**src/rtl/opfwd_pkg.sv**
```systemverilog
package opfwd_pkg;

    localparam int INSTR_W  = 32;
    localparam int REG_W    = 5;
    localparam int OP_W     = 6;
    localparam int RS_LSB   = 21;
    localparam int RT_LSB   = 16;

    localparam logic [OP_W-1:0] OP_LOAD_WORD = 6'b100011;

    typedef logic [REG_W-1:0] regnum_t;

    typedef enum logic [1:0] {
        SRC_REG = 2'd0,
        SRC_MEM = 2'd1,
        SRC_WB  = 2'd2
    } src_sel_e;

    function automatic regnum_t field_rs(input logic [INSTR_W-1:0] ins);
        return ins[RS_LSB +: REG_W];
    endfunction

    function automatic regnum_t field_rt(input logic [INSTR_W-1:0] ins);
        return ins[RT_LSB +: REG_W];
    endfunction

    function automatic logic dest_hits(input regnum_t src, input regnum_t dst);
        return (dst != '0) && (src == dst);
    endfunction

endpackage

```
**src/rtl/opfwd_pick.sv**
```systemverilog
module opfwd_pick
    import opfwd_pkg::*;
#(
    parameter bit ALLOW_WB = 1'b1
) (
    input  regnum_t  src,
    input  regnum_t  mem_rd,
    input  logic     mem_ok,
    input  regnum_t  wb_rd,
    output src_sel_e sel
);

    logic mem_hit;
    logic wb_hit;

    assign mem_hit = mem_ok && dest_hits(src, mem_rd);

    generate
        if (ALLOW_WB) begin : g_wb_path
            assign wb_hit = dest_hits(src, wb_rd);
        end else begin : g_no_wb_path
            assign wb_hit = 1'b0;
        end
    endgenerate

    always_comb begin
        if (mem_hit) begin
            sel = SRC_MEM;
        end else if (wb_hit) begin
            sel = SRC_WB;
        end else begin
            sel = SRC_REG;
        end
    end

endmodule

```
**src/rtl/opfwd_mux.sv**
```systemverilog
module opfwd_mux
    import opfwd_pkg::*;
#(
    parameter int DATA_W = 32
) (
    input  src_sel_e          sel,
    input  logic [DATA_W-1:0] reg_v,
    input  logic [DATA_W-1:0] mem_v,
    input  logic [DATA_W-1:0] wb_v,
    output logic [DATA_W-1:0] out_v
);

    always_comb begin
        unique case (sel)
            SRC_MEM: out_v = mem_v;
            SRC_WB:  out_v = wb_v;
            default: out_v = reg_v;
        endcase
    end

endmodule

```
**src/rtl/opfwd_unit.sv**
```systemverilog
module opfwd_unit
    import opfwd_pkg::*;
#(
    parameter int DATA_W = 32
) (
    input  logic [INSTR_W-1:0] id_instr,
    input  logic [INSTR_W-1:0] ex_instr,
    input  logic [OP_W-1:0]    mem_op,
    input  logic [REG_W-1:0]   mem_rd,
    input  logic [REG_W-1:0]   wb_rd,
    input  logic [DATA_W-1:0]  mem_alu,
    input  logic [DATA_W-1:0]  wb_result,
    input  logic [DATA_W-1:0]  ex_opa,
    input  logic [DATA_W-1:0]  ex_opb,
    input  logic [DATA_W-1:0]  id_rdata1,
    input  logic [DATA_W-1:0]  id_rdata2,
    output logic [DATA_W-1:0]  alu_a,
    output logic [DATA_W-1:0]  alu_b,
    output logic [DATA_W-1:0]  cmp_a,
    output logic [DATA_W-1:0]  cmp_b,
    output logic [1:0]         sel_alu_a,
    output logic [1:0]         sel_alu_b,
    output logic [1:0]         sel_cmp_a,
    output logic [1:0]         sel_cmp_b
);

    // Ports 0,1 feed the ALU (execute stage); ports 2,3 feed the comparator.
    localparam int N_PORTS  = 4;
    localparam int N_ALU    = 2;

    logic                  mem_ok;
    regnum_t               src    [N_PORTS];
    logic [DATA_W-1:0]     reg_v  [N_PORTS];
    logic [DATA_W-1:0]     out_v  [N_PORTS];
    src_sel_e              sel    [N_PORTS];

    assign mem_ok = (mem_op != OP_LOAD_WORD);

    assign src[0] = field_rs(ex_instr);
    assign src[1] = field_rt(ex_instr);
    assign src[2] = field_rs(id_instr);
    assign src[3] = field_rt(id_instr);

    assign reg_v[0] = ex_opa;
    assign reg_v[1] = ex_opb;
    assign reg_v[2] = id_rdata1;
    assign reg_v[3] = id_rdata2;

    generate
        for (genvar p = 0; p < N_PORTS; p++) begin : g_port
            opfwd_pick #(
                .ALLOW_WB (p < N_ALU)
            ) u_pick (
                .src    (src[p]),
                .mem_rd (mem_rd),
                .mem_ok (mem_ok),
                .wb_rd  (wb_rd),
                .sel    (sel[p])
            );

            opfwd_mux #(
                .DATA_W (DATA_W)
            ) u_mux (
                .sel   (sel[p]),
                .reg_v (reg_v[p]),
                .mem_v (mem_alu),
                .wb_v  (wb_result),
                .out_v (out_v[p])
            );
        end
    endgenerate

    assign alu_a     = out_v[0];
    assign alu_b     = out_v[1];
    assign cmp_a     = out_v[2];
    assign cmp_b     = out_v[3];
    assign sel_alu_a = sel[0];
    assign sel_alu_b = sel[1];
    assign sel_cmp_a = sel[2];
    assign sel_cmp_b = sel[3];

endmodule

```
**config.mk**
```make
export PLATFORM = sky130hd
export DESIGN_NAME = opfwd_unit
export DESIGN_NICKNAME = d
export VERILOG_FILES = /design/src/rtl/opfwd_pkg.sv /design/src/rtl/opfwd_pick.sv /design/src/rtl/opfwd_mux.sv /design/src/rtl/opfwd_unit.sv
export SDC_FILE = /design/constraint.sdc
export NUM_CORES = 1
export LEC_CHECK = 0
export BUFFER_PORTS_ARGS = -buffer_cell sky130_fd_sc_hd__buf_2
export CAP_MARGIN = 10
export CORE_AREA = 2 2 158 160
export DETAILED_ROUTE_END_ITERATION = 7
export DIE_AREA = 0 0 160 162
export SETUP_SLACK_MARGIN = 0.5
export SLEW_MARGIN = 15
export SYNTH_ARGS = -nofsm -noshare
export SYNTH_HDL_FRONTEND = slang
export SYNTH_SLANG_ARGS = --single-unit
```
**constraint.sdc**
```tcl
create_clock -name vclk -period 1.45
set_clock_uncertainty 0.05 [all_clocks]
set_input_delay 0 -clock vclk [all_inputs]
set_output_delay 0 -clock vclk [all_outputs]
set_load 0.03 [all_outputs]
```
==> impl_metrics.sql, run 1 <==
INSERT INTO impl_metrics (metric_group, metric, value, unit) VALUES
('run_status', 'run_status', 'finished, violations left', ''),
('run_status', 'violations_in_the_final_reports', 'negative setup slack', ''),
('setup_path', 'cp_num_cells', '9', ''),
('pwr', 'total_leakage_power', '0.00350', 'uW'),
('setup_path', 'critical_path_peak_fanout', '7', ''),
('floorplanning', 'fp.dieArea', '25900', 'um^2'),
('setup_path', 'cpLargestDelayFamily', 'buffers and inverters', ''),
('setup_path', 'crit_path_end_kind', 'output pin', ''),
('floorplanning', 'chipHeight', '162', 'um'),
('global_route', 'first_pass_grt_wire_length', '37800', 'um'),
('final_layout', 'post-route-cell-area', '8870', 'um^2'),
('setup_path', 'worst-path-buf-inv', '5', ''),
('timing', 'timing.slew.headroom', '50.7', '%'),
('placement', 'gp_routability_congestion', '0.901', ''),
('global_route', 'grt.total_usage', '19.2', '%'),
('setup_path', 'cp_cell_sequence', 'buf_6, or4_4, o22ai_4, buf_12, nor4_4, buf_6, clkbuf_16, mux2_4, buf_6', ''),
('final_layout', 'flow.area_growth_from_synthesis', '173', '%'),
('global_route', 'grt_overflow', '0', ''),
('timing', 'number_of_hold_violations_in_the_final_report', '0', ''),
('timing', 'setup_viol_count_final', '134', ''),
('timing', 'tightest_slew', '0.733', 'ns'),
('final_layout', 'num-clock-buffers', '0', ''),
('routing', 'avgViaCountPerCell', '4.90', ''),
('logic_synthesis', 'synthesis.area_per_instance', '7.26', 'um^2'),
('worst_hold_path', 'min_delay_path_depth', '3', ''),
('pwr', 'sw_frac_of_total', '54.7', '%'),
('routing', 'remaining_drcs', '0', ''),
('setup_path', 'crit_top_cell', 'buf_6', ''),
('timing', 'clock.fmax', '0.548', 'GHz'),
('timing', 'hold_ws', '0.275', 'ns'),
('floorplanning', 'initial_core_util', '13.5', '%'),
('final_layout', 'nets', '1133', ''),
('logic_synthesis', 'sequential_area_share_after_synthesis', '0', '%'),
('timing', 'rsz0062_at_grt', 'yes', ''),
('logic_synthesis', 'syn-cell-area', '3240', 'um^2'),
('pwr', 'power.switching', '2100', 'uW'),
('routing', 'total_via_count_after_detailed_routing', '5812', ''),
('global_route', 'number_of_antenna_violations_at_the_first_check_in_global_routing', '5', ''),
('routing', 'average_wire_per_cell_in_the_routed_design', '23.3', 'um'),
('timing', 'final_clock_period_utilization_by_the_worst_path', '126', '%'),
('placement', 'place_hpwl', '20200', 'um'),
('pwr', 'powerDensity', '433', 'nW/um^2'),
('setup_path', 'crit_path_max_incr_delay', '0.54', 'ns'),
('pwr', 'p_int', '1740', 'uW'),
('setup_path', 'start_kind', 'input pin', ''),
('setup_path', 'critPathRequiredTime', '1.40', 'ns'),
('logic_synthesis', 'syn-instance-count', '447', ''),
('final_layout', 'storage_cell_area', '0', 'um^2'),
('global_route', 'grt_max_degree', '27', ''),
('logic_synthesis', 'yosys_warnings', '0', ''),
('setup_path', 'worst_path_max_delay_cell', 'or4_4', ''),
('setup_path', 'critical_path_arrival', '1.77', 'ns'),
('placement', 'placement.cell_area', '6800', 'um^2'),
('final_layout', 'final_layout_size_suffix_gt1_share', '82.1', '%'),
('floorplanning', 'ios', '408', ''),
('final_layout', 'n_sequential_cell', '0', ''),
('pwr', 'comb_power_share', '100.0', '%'),
('floorplanning', 'fp.dieW', '160', 'um'),
('routing', 'detail-route-antenna-nets', '0', ''),
('final_layout', 'fill_cells', '2411', ''),
('routing', 'drt-pass1-iter-count', '5', ''),
('timing', 'final_critical_path_setup_slack', '-0.374', 'ns'),
('routing', 'initialDrtViolationCount', '496', ''),
('logic_synthesis', 'yosys.cell_types.count', '25', ''),
('pwr', 'worst_ir_drop_vdd', '0.305', 'mV'),
('timing', 'crit_path_time_final', '1.82', 'ns'),
('global_route', 'first_global_vias', '5968', ''),
('pwr', 'power_frac_clock', '0', '%'),
('worst_hold_path', 'min-delay-path-class', 'in -> out', ''),
('pwr', 'seq_power_share', '0', '%'),
('floorplanning', 'fp-row-count', '57', ''),
('setup_path', 'criticalPathCategory', 'in -> out', ''),
('placement', 'port_buffers', '362', ''),
('routing', 'drt-total-wl', '27700', 'um'),
('job', 'max-cap-violations', '0', ''),
('floorplanning', 'core-area', '24100', 'um^2'),
('timing', 'finalMaxSlewViolations', '0', '');
## kinds of logic (layout without fill, tap and decap cells)
group | Yosys count | after routing | synth area share [%]
AND/OR/NAND/NOR | 148 | 148 | 26.8
other | 1 | 5 | 0.116
multiplexers | 64 | 64 | 28.9
AO/OA/AOI/OAI | 133 | 133 | 24.2
XOR/XNOR | 30 | 30 | 8.10
buffers and inverters | 71 | 482 | 11.8
## per-stage QoR
stage,total power [uW],setup TNS [ns],setup WS (ns),instances,util [%]
6_report,3840,-43.40,-0.374,1186,36.8
4_1_cts,3660,-40.00,-0.372,1172,34.6
5_1_grt,3990,-49.10,-0.442,1185,36.8
2_1_floorplan,1690,-23.65,-0.298,448,-
3_5_place_dp,2950,-51.29,-0.462,1147,28.2
3_3_place_gp,2930,-48.77,-0.431,1147,28.2
## cell type report
cell class | count | area [um^2] | area share [%]
inverter | 2 | 10.0 | 0.113
tap | 324 | 405 | 4.57
timing repair buffer | 480 | 4180 | 47.2
antenna | 3 | 7.51 | 0.0847
multi-input combinational | 377 | 4260 | 48.1
## cell usage in the layout, fill, tap and decap left out, drive strengths merged
cell / Yosys / routed
xor2: 10 / 10
clkbuf: 40 / 4
diode: 0 / 3
nand3: 68 / 68
conb: 1 / 2
xnor2: 20 / 20
nor4: 66 / 66
o21ai: 64 / 64
buf: 29 / 476
or2: 1 / 1
o22ai: 1 / 1
nand2: 2 / 2
or4: 2 / 2
or3: 4 / 4
nor3: 4 / 4
mux2: 64 / 64
nand4b: 1 / 1
o211a: 2 / 2
inv: 2 / 2
a31oi: 64 / 64
o211ai: 2 / 2
## timing repair
action | CTS | global route
pin swaps | 33 | 26
cloned | 7 | 4
resized for setup | 387 | 61
hold buffers | 0 | 0
setup buffers | 18 | 7
endpoints found under the setup margin | 134 | 134
## metal layers
layer | wire [um] | GRT usage [%] | vias up
met5 | 23 | 0 | -
met3 | 1950 | 3.91 | 40
met4 | 410 | 2.70 | 4
li1 | - | - | 2606
met1 | 11900 | 24.7 | 2828
met2 | 13400 | 33.8 | 334
## synth_stat cells, drive strengths merged
master,number,area [um^2]
nand2,2,7.51
nor4,66,443
xnor2,20,175
o211a,2,20.0
inv,2,7.51
o21ai,64,320
or4,2,18.8
clkbuf,40,150
nor3,4,20.0
nand3,68,340
a31oi,64,400
conb,1,3.75
xor2,10,87.6
o22ai,1,20.0
or3,4,25.0
mux2,64,938
or2,1,6.26
o211ai,2,25.0
buf,29,225
nand4b,1,8.76
## power groups by stage
stage | clock network (uW) | registers [uW] | logic [uW]
floorplan | 0 | 0 | 1690
finish | 0.000277 | 0 | 3840
global route | 0.000185 | 0 | 3990
global placement | 0 | 0 | 2930
CTS | 0 | 0 | 3660
detailed placement | 0 | 0 | 2950
## path summary, 6_finish.rpt
| check | start | endpoint |
|---|---|---|
| max | mem_rd[0] | cmp_a[10] |
| min | id_rdata1[23] | cmp_a[23] |
## worst min-delay path, stage by stage
cell	delay, ns
buf_2	0.07
mux2_4	0.13
buf_6	0.12
No activity file was read; power rests on OpenSTA's default activity.
==> run 2: changes to the inputs <==
- CORE_AREA: 2 2 158 160 -> 2 2 161 163
- DIE_AREA: 0 0 160 162 -> 0 0 163 165
- SYNTH_HIERARCHICAL: unset -> 1
==> run 2 against run 1 <==
  * The flow still finishes with violations (negative setup slack)
  * First-iteration DRC count is 51% lower
  * Total power rose by 14%
  * Final area is 19% higher
  * Core utilization is 5.2 points higher
  * Critical path depth is the same
  * Sequential share of layout area unchanged
  * Area after synthesis down 5.9%
  * Critical endpoint is now alu_b[19]
==> impl_metrics.sql, run 2 <==
INSERT INTO impl_metrics (metric_group, metric, value, unit) VALUES
('run_status', 'run_status', 'finished, violations left', ''),
('run_status', 'violations_in_the_final_reports', 'negative setup slack', ''),
('routing', 'average_wire_per_cell_in_the_routed_design', '21.9', 'um'),
('pwr', 'powerDensity', '415', 'nW/um^2'),
('placement', 'gp_routability_congestion', '0.830', ''),
('routing', 'initialDrtViolationCount', '241', ''),
('placement', 'place_hpwl', '17700', 'um'),
('logic_synthesis', 'synthesis.nets', '804', ''),
('timing', 'final_critical_path_setup_slack', '-0.585', 'ns'),
('worst_hold_path', 'min_delay_path_depth', '4', ''),
('global_route', 'grt_overflow', '0', ''),
('final_layout', 'finish.utilization', '42.0', '%'),
('global_route', 'grt_max_degree', '33', ''),
('setup_path', 'crit_top_cell', 'buf_6', ''),
('global_route', 'number_of_antenna_violations_at_the_first_check_in_global_routing', '0', ''),
('logic_synthesis', 'yosys_warnings', '6', ''),
('global_route', 'first_global_vias', '6408', ''),
('setup_path', 'crit_path_end_kind', 'output pin', ''),
('timing', 'tightest_slew', '0.676', 'ns'),
('setup_path', 'criticalPathCategory', 'in -> out', ''),
('routing', 'remaining_drcs', '0', ''),
('final_layout', 'final_cells', '1287', ''),
('final_layout', 'nets', '1239', ''),
('placement', 'place.detailed.instances', '1231', ''),
('floorplanning', 'ios', '408', ''),
('timing', 'setup_viol_count_final', '129', ''),
('routing', 'avgViaCountPerCell', '4.72', ''),
('final_layout', 'n_sequential_cell', '0', ''),
('pwr', 'worst_ir_drop_vdd', '0.210', 'mV'),
('floorplanning', 'initial_core_util', '12.2', '%'),
('routing', 'drt-pass1-iter-count', '4', ''),
('logic_synthesis', 'synthDominantCellAreaShare', '31.5', '%'),
('logic_synthesis', 'synthesis.area_per_instance', '5.82', 'um^2'),
('logic_synthesis', 'syn-instance-count', '524', ''),
('setup_path', 'crit_path_max_incr_delay', '0.55', 'ns'),
('logic_synthesis', 'synthDominantAreaCellType', 'a22oi_1', ''),
('setup_path', 'critPathRequiredTime', '1.40', 'ns'),
('worst_hold_path', 'min-delay-path-class', 'in -> out', ''),
('timing', 'clock.fmax', '0.491', 'GHz'),
('final_layout', 'insertedDiodeCount', '0', ''),
('final_layout', 'post-route-cell-area', '10500', 'um^2'),
('timing', 'final_clock_period_utilization_by_the_worst_path', '140', '%'),
('floorplanning', 'fp-row-count', '58', ''),
('job', 'max-cap-violations', '0', ''),
('timing', 'number_of_hold_violations_in_the_final_report', '0', ''),
('global_route', 'grt.total_usage', '19.1', '%'),
('floorplanning', 'chipHeight', '165', 'um'),
('timing', 'finalMaxSlewViolations', '0', ''),
('routing', 'total_via_count_after_detailed_routing', '6077', ''),
('setup_path', 'start_kind', 'input pin', ''),
('logic_synthesis', 'syn-cell-area', '3050', 'um^2'),
('pwr', 'total_leakage_power', '0.00418', 'uW'),
('timing', 'totalNegativeSetupSlack', '-58.87', 'ns'),
('floorplanning', 'fp.dieArea', '26900', 'um^2'),
('routing', 'drt-total-wl', '28200', 'um'),
('placement', 'placement.cell_area', '8030', 'um^2'),
('logic_synthesis', 'synth.most_common_cell', 'nand2_1', ''),
('final_layout', 'final_common_cell', 'buf_2', ''),
('timing', 'rsz0062_at_grt', 'yes', ''),
('logic_synthesis', 'synth.top_cells.by_count', '136 x nand2_1, 128 x a22oi_1, 120 x o21ai_1', ''),
('timing', 'crit_path_time_final', '2.03', 'ns'),
('timing', 'timing.slew.headroom', '54.9', '%'),
('global_route', 'first_pass_grt_wire_length', '39100', 'um'),
('setup_path', 'worst_path_max_delay_cell', 'or4_4', ''),
('placement', 'port_buffers', '362', ''),
('final_layout', 'mostFrequentLayoutCells', '222 x buf_2, 150 x buf_6, 128 x a22oi_2', ''),
('setup_path', 'critical_path_arrival', '1.98', 'ns'),
('placement', 'dp_slack', '-0.673', 'ns'),
('floorplanning', 'core-area', '25000', 'um^2'),
('final_layout', 'storage_cell_area', '0', 'um^2'),
('logic_synthesis', 'synth.top_cells.by_area', 'a22oi_1 32%, o21ai_1 20%, nand2_1 17%', ''),
('setup_path', 'critical_path_peak_fanout', '7', ''),
('final_layout', 'final_layout_size_suffix_gt1_share', '91.7', '%'),
('final_layout', 'num-clock-buffers', '0', ''),
('setup_path', 'cp_cell_sequence', 'buf_8, or4_4, a21oi_4, o311a_4, ha_4, buf_6, buf_16, o21ai_4, buf_6', ''),
('floorplanning', 'fp.dieW', '163', 'um'),
('final_layout', 'flow.area_growth_from_synthesis', '245', '%'),
('logic_synthesis', 'yosys.cell_types.count', '24', ''),
('routing', 'detail-route-antenna-nets', '0', ''),
('logic_synthesis', 'sequential_area_share_after_synthesis', '0', '%');
run 2: cell types whose count changed in the layout (fill, tap and decap cells not counted), sizes merged, moves of 6 or more:
cell   before  now
a22oi       0  128
a31oi      64    0
buf       476  482
ha          0    8
inv         2    8
mux2       64    0
nand2       2  136
nand3      68    5
nor4       66    4
o21ai      64  130
run 2: what timing repair did:
item / in CTS / in global routing
gates cloned: 22 / 6
hold buffers: 0 / 0
gates resized for setup: 351 / 93
buffers inserted: 17 / 11
endpoints found under the setup margin: 134 / 134
endpoints found under the hold margin: 0 / 0
pin swaps: 54 / 73
run 2: logic make-up after synthesis:
kind of cell / count (synthesis) / share of synthesized area [%]
XOR/XNOR: 24 / 6.89
other: 2 / 0.246
buffers and inverters: 66 / 13.5
AND/OR/NAND/NOR: 158 / 21.0
adder cells (fa/ha/maj): 8 / 3.28
AO/OA/AOI/OAI: 266 / 55.1
run 2: area by class of cell:
| cell class | instances | area (um^2) |
|---|---|---|
| fill | 2341 | 14500 |
| inverter | 8 | 30.0 |
| multi-input combinational | 458 | 5380 |
| tap | 330 | 413 |
| timing repair buffer | 491 | 4700 |
run 2: path summary, 6_finish.rpt:
kind	start	to	slack, ns
worst max-delay path	mem_rd[1]	alu_b[19]	-0.58
worst min-delay path	ex_opb[28]	alu_b[28]	0.26
run 2: through the flow:
stage | power, uW | hold slack, ns
after global routing | 4560 | 0.273
after global placement | 3250 | 0.309
final | 4370 | 0.262
after CTS | 4160 | 0.259
after floorplan | 2230 | 0.0744
after detailed placement | 3270 | 0.311
run 2: where the power goes:
part / internal [uW] / switching (uW)
registers: 0 / 0
logic: 2000 / 2370
clock network: 0 / 0
run 2: layer usage:
layer  wire length, um  GRT usage, %  up-vias
met3              1570          1.86       37
li1                  -             -     2812
met1             11300          23.6     2948
met2             14800          35.9      280
met4               485          3.82        0
met5                 0             0        -
run 2: critical path, delay by kind of cell:
| family | cells | cell delay [ns] |
|---|---|---|
| AOI/OAI and AO/OA | 3 | 0.60 |
| and+or+nand+nor | 1 | 0.55 |
| adders and majority gates | 1 | 0.26 |
| buffers and inverters | 4 | 0.56 |
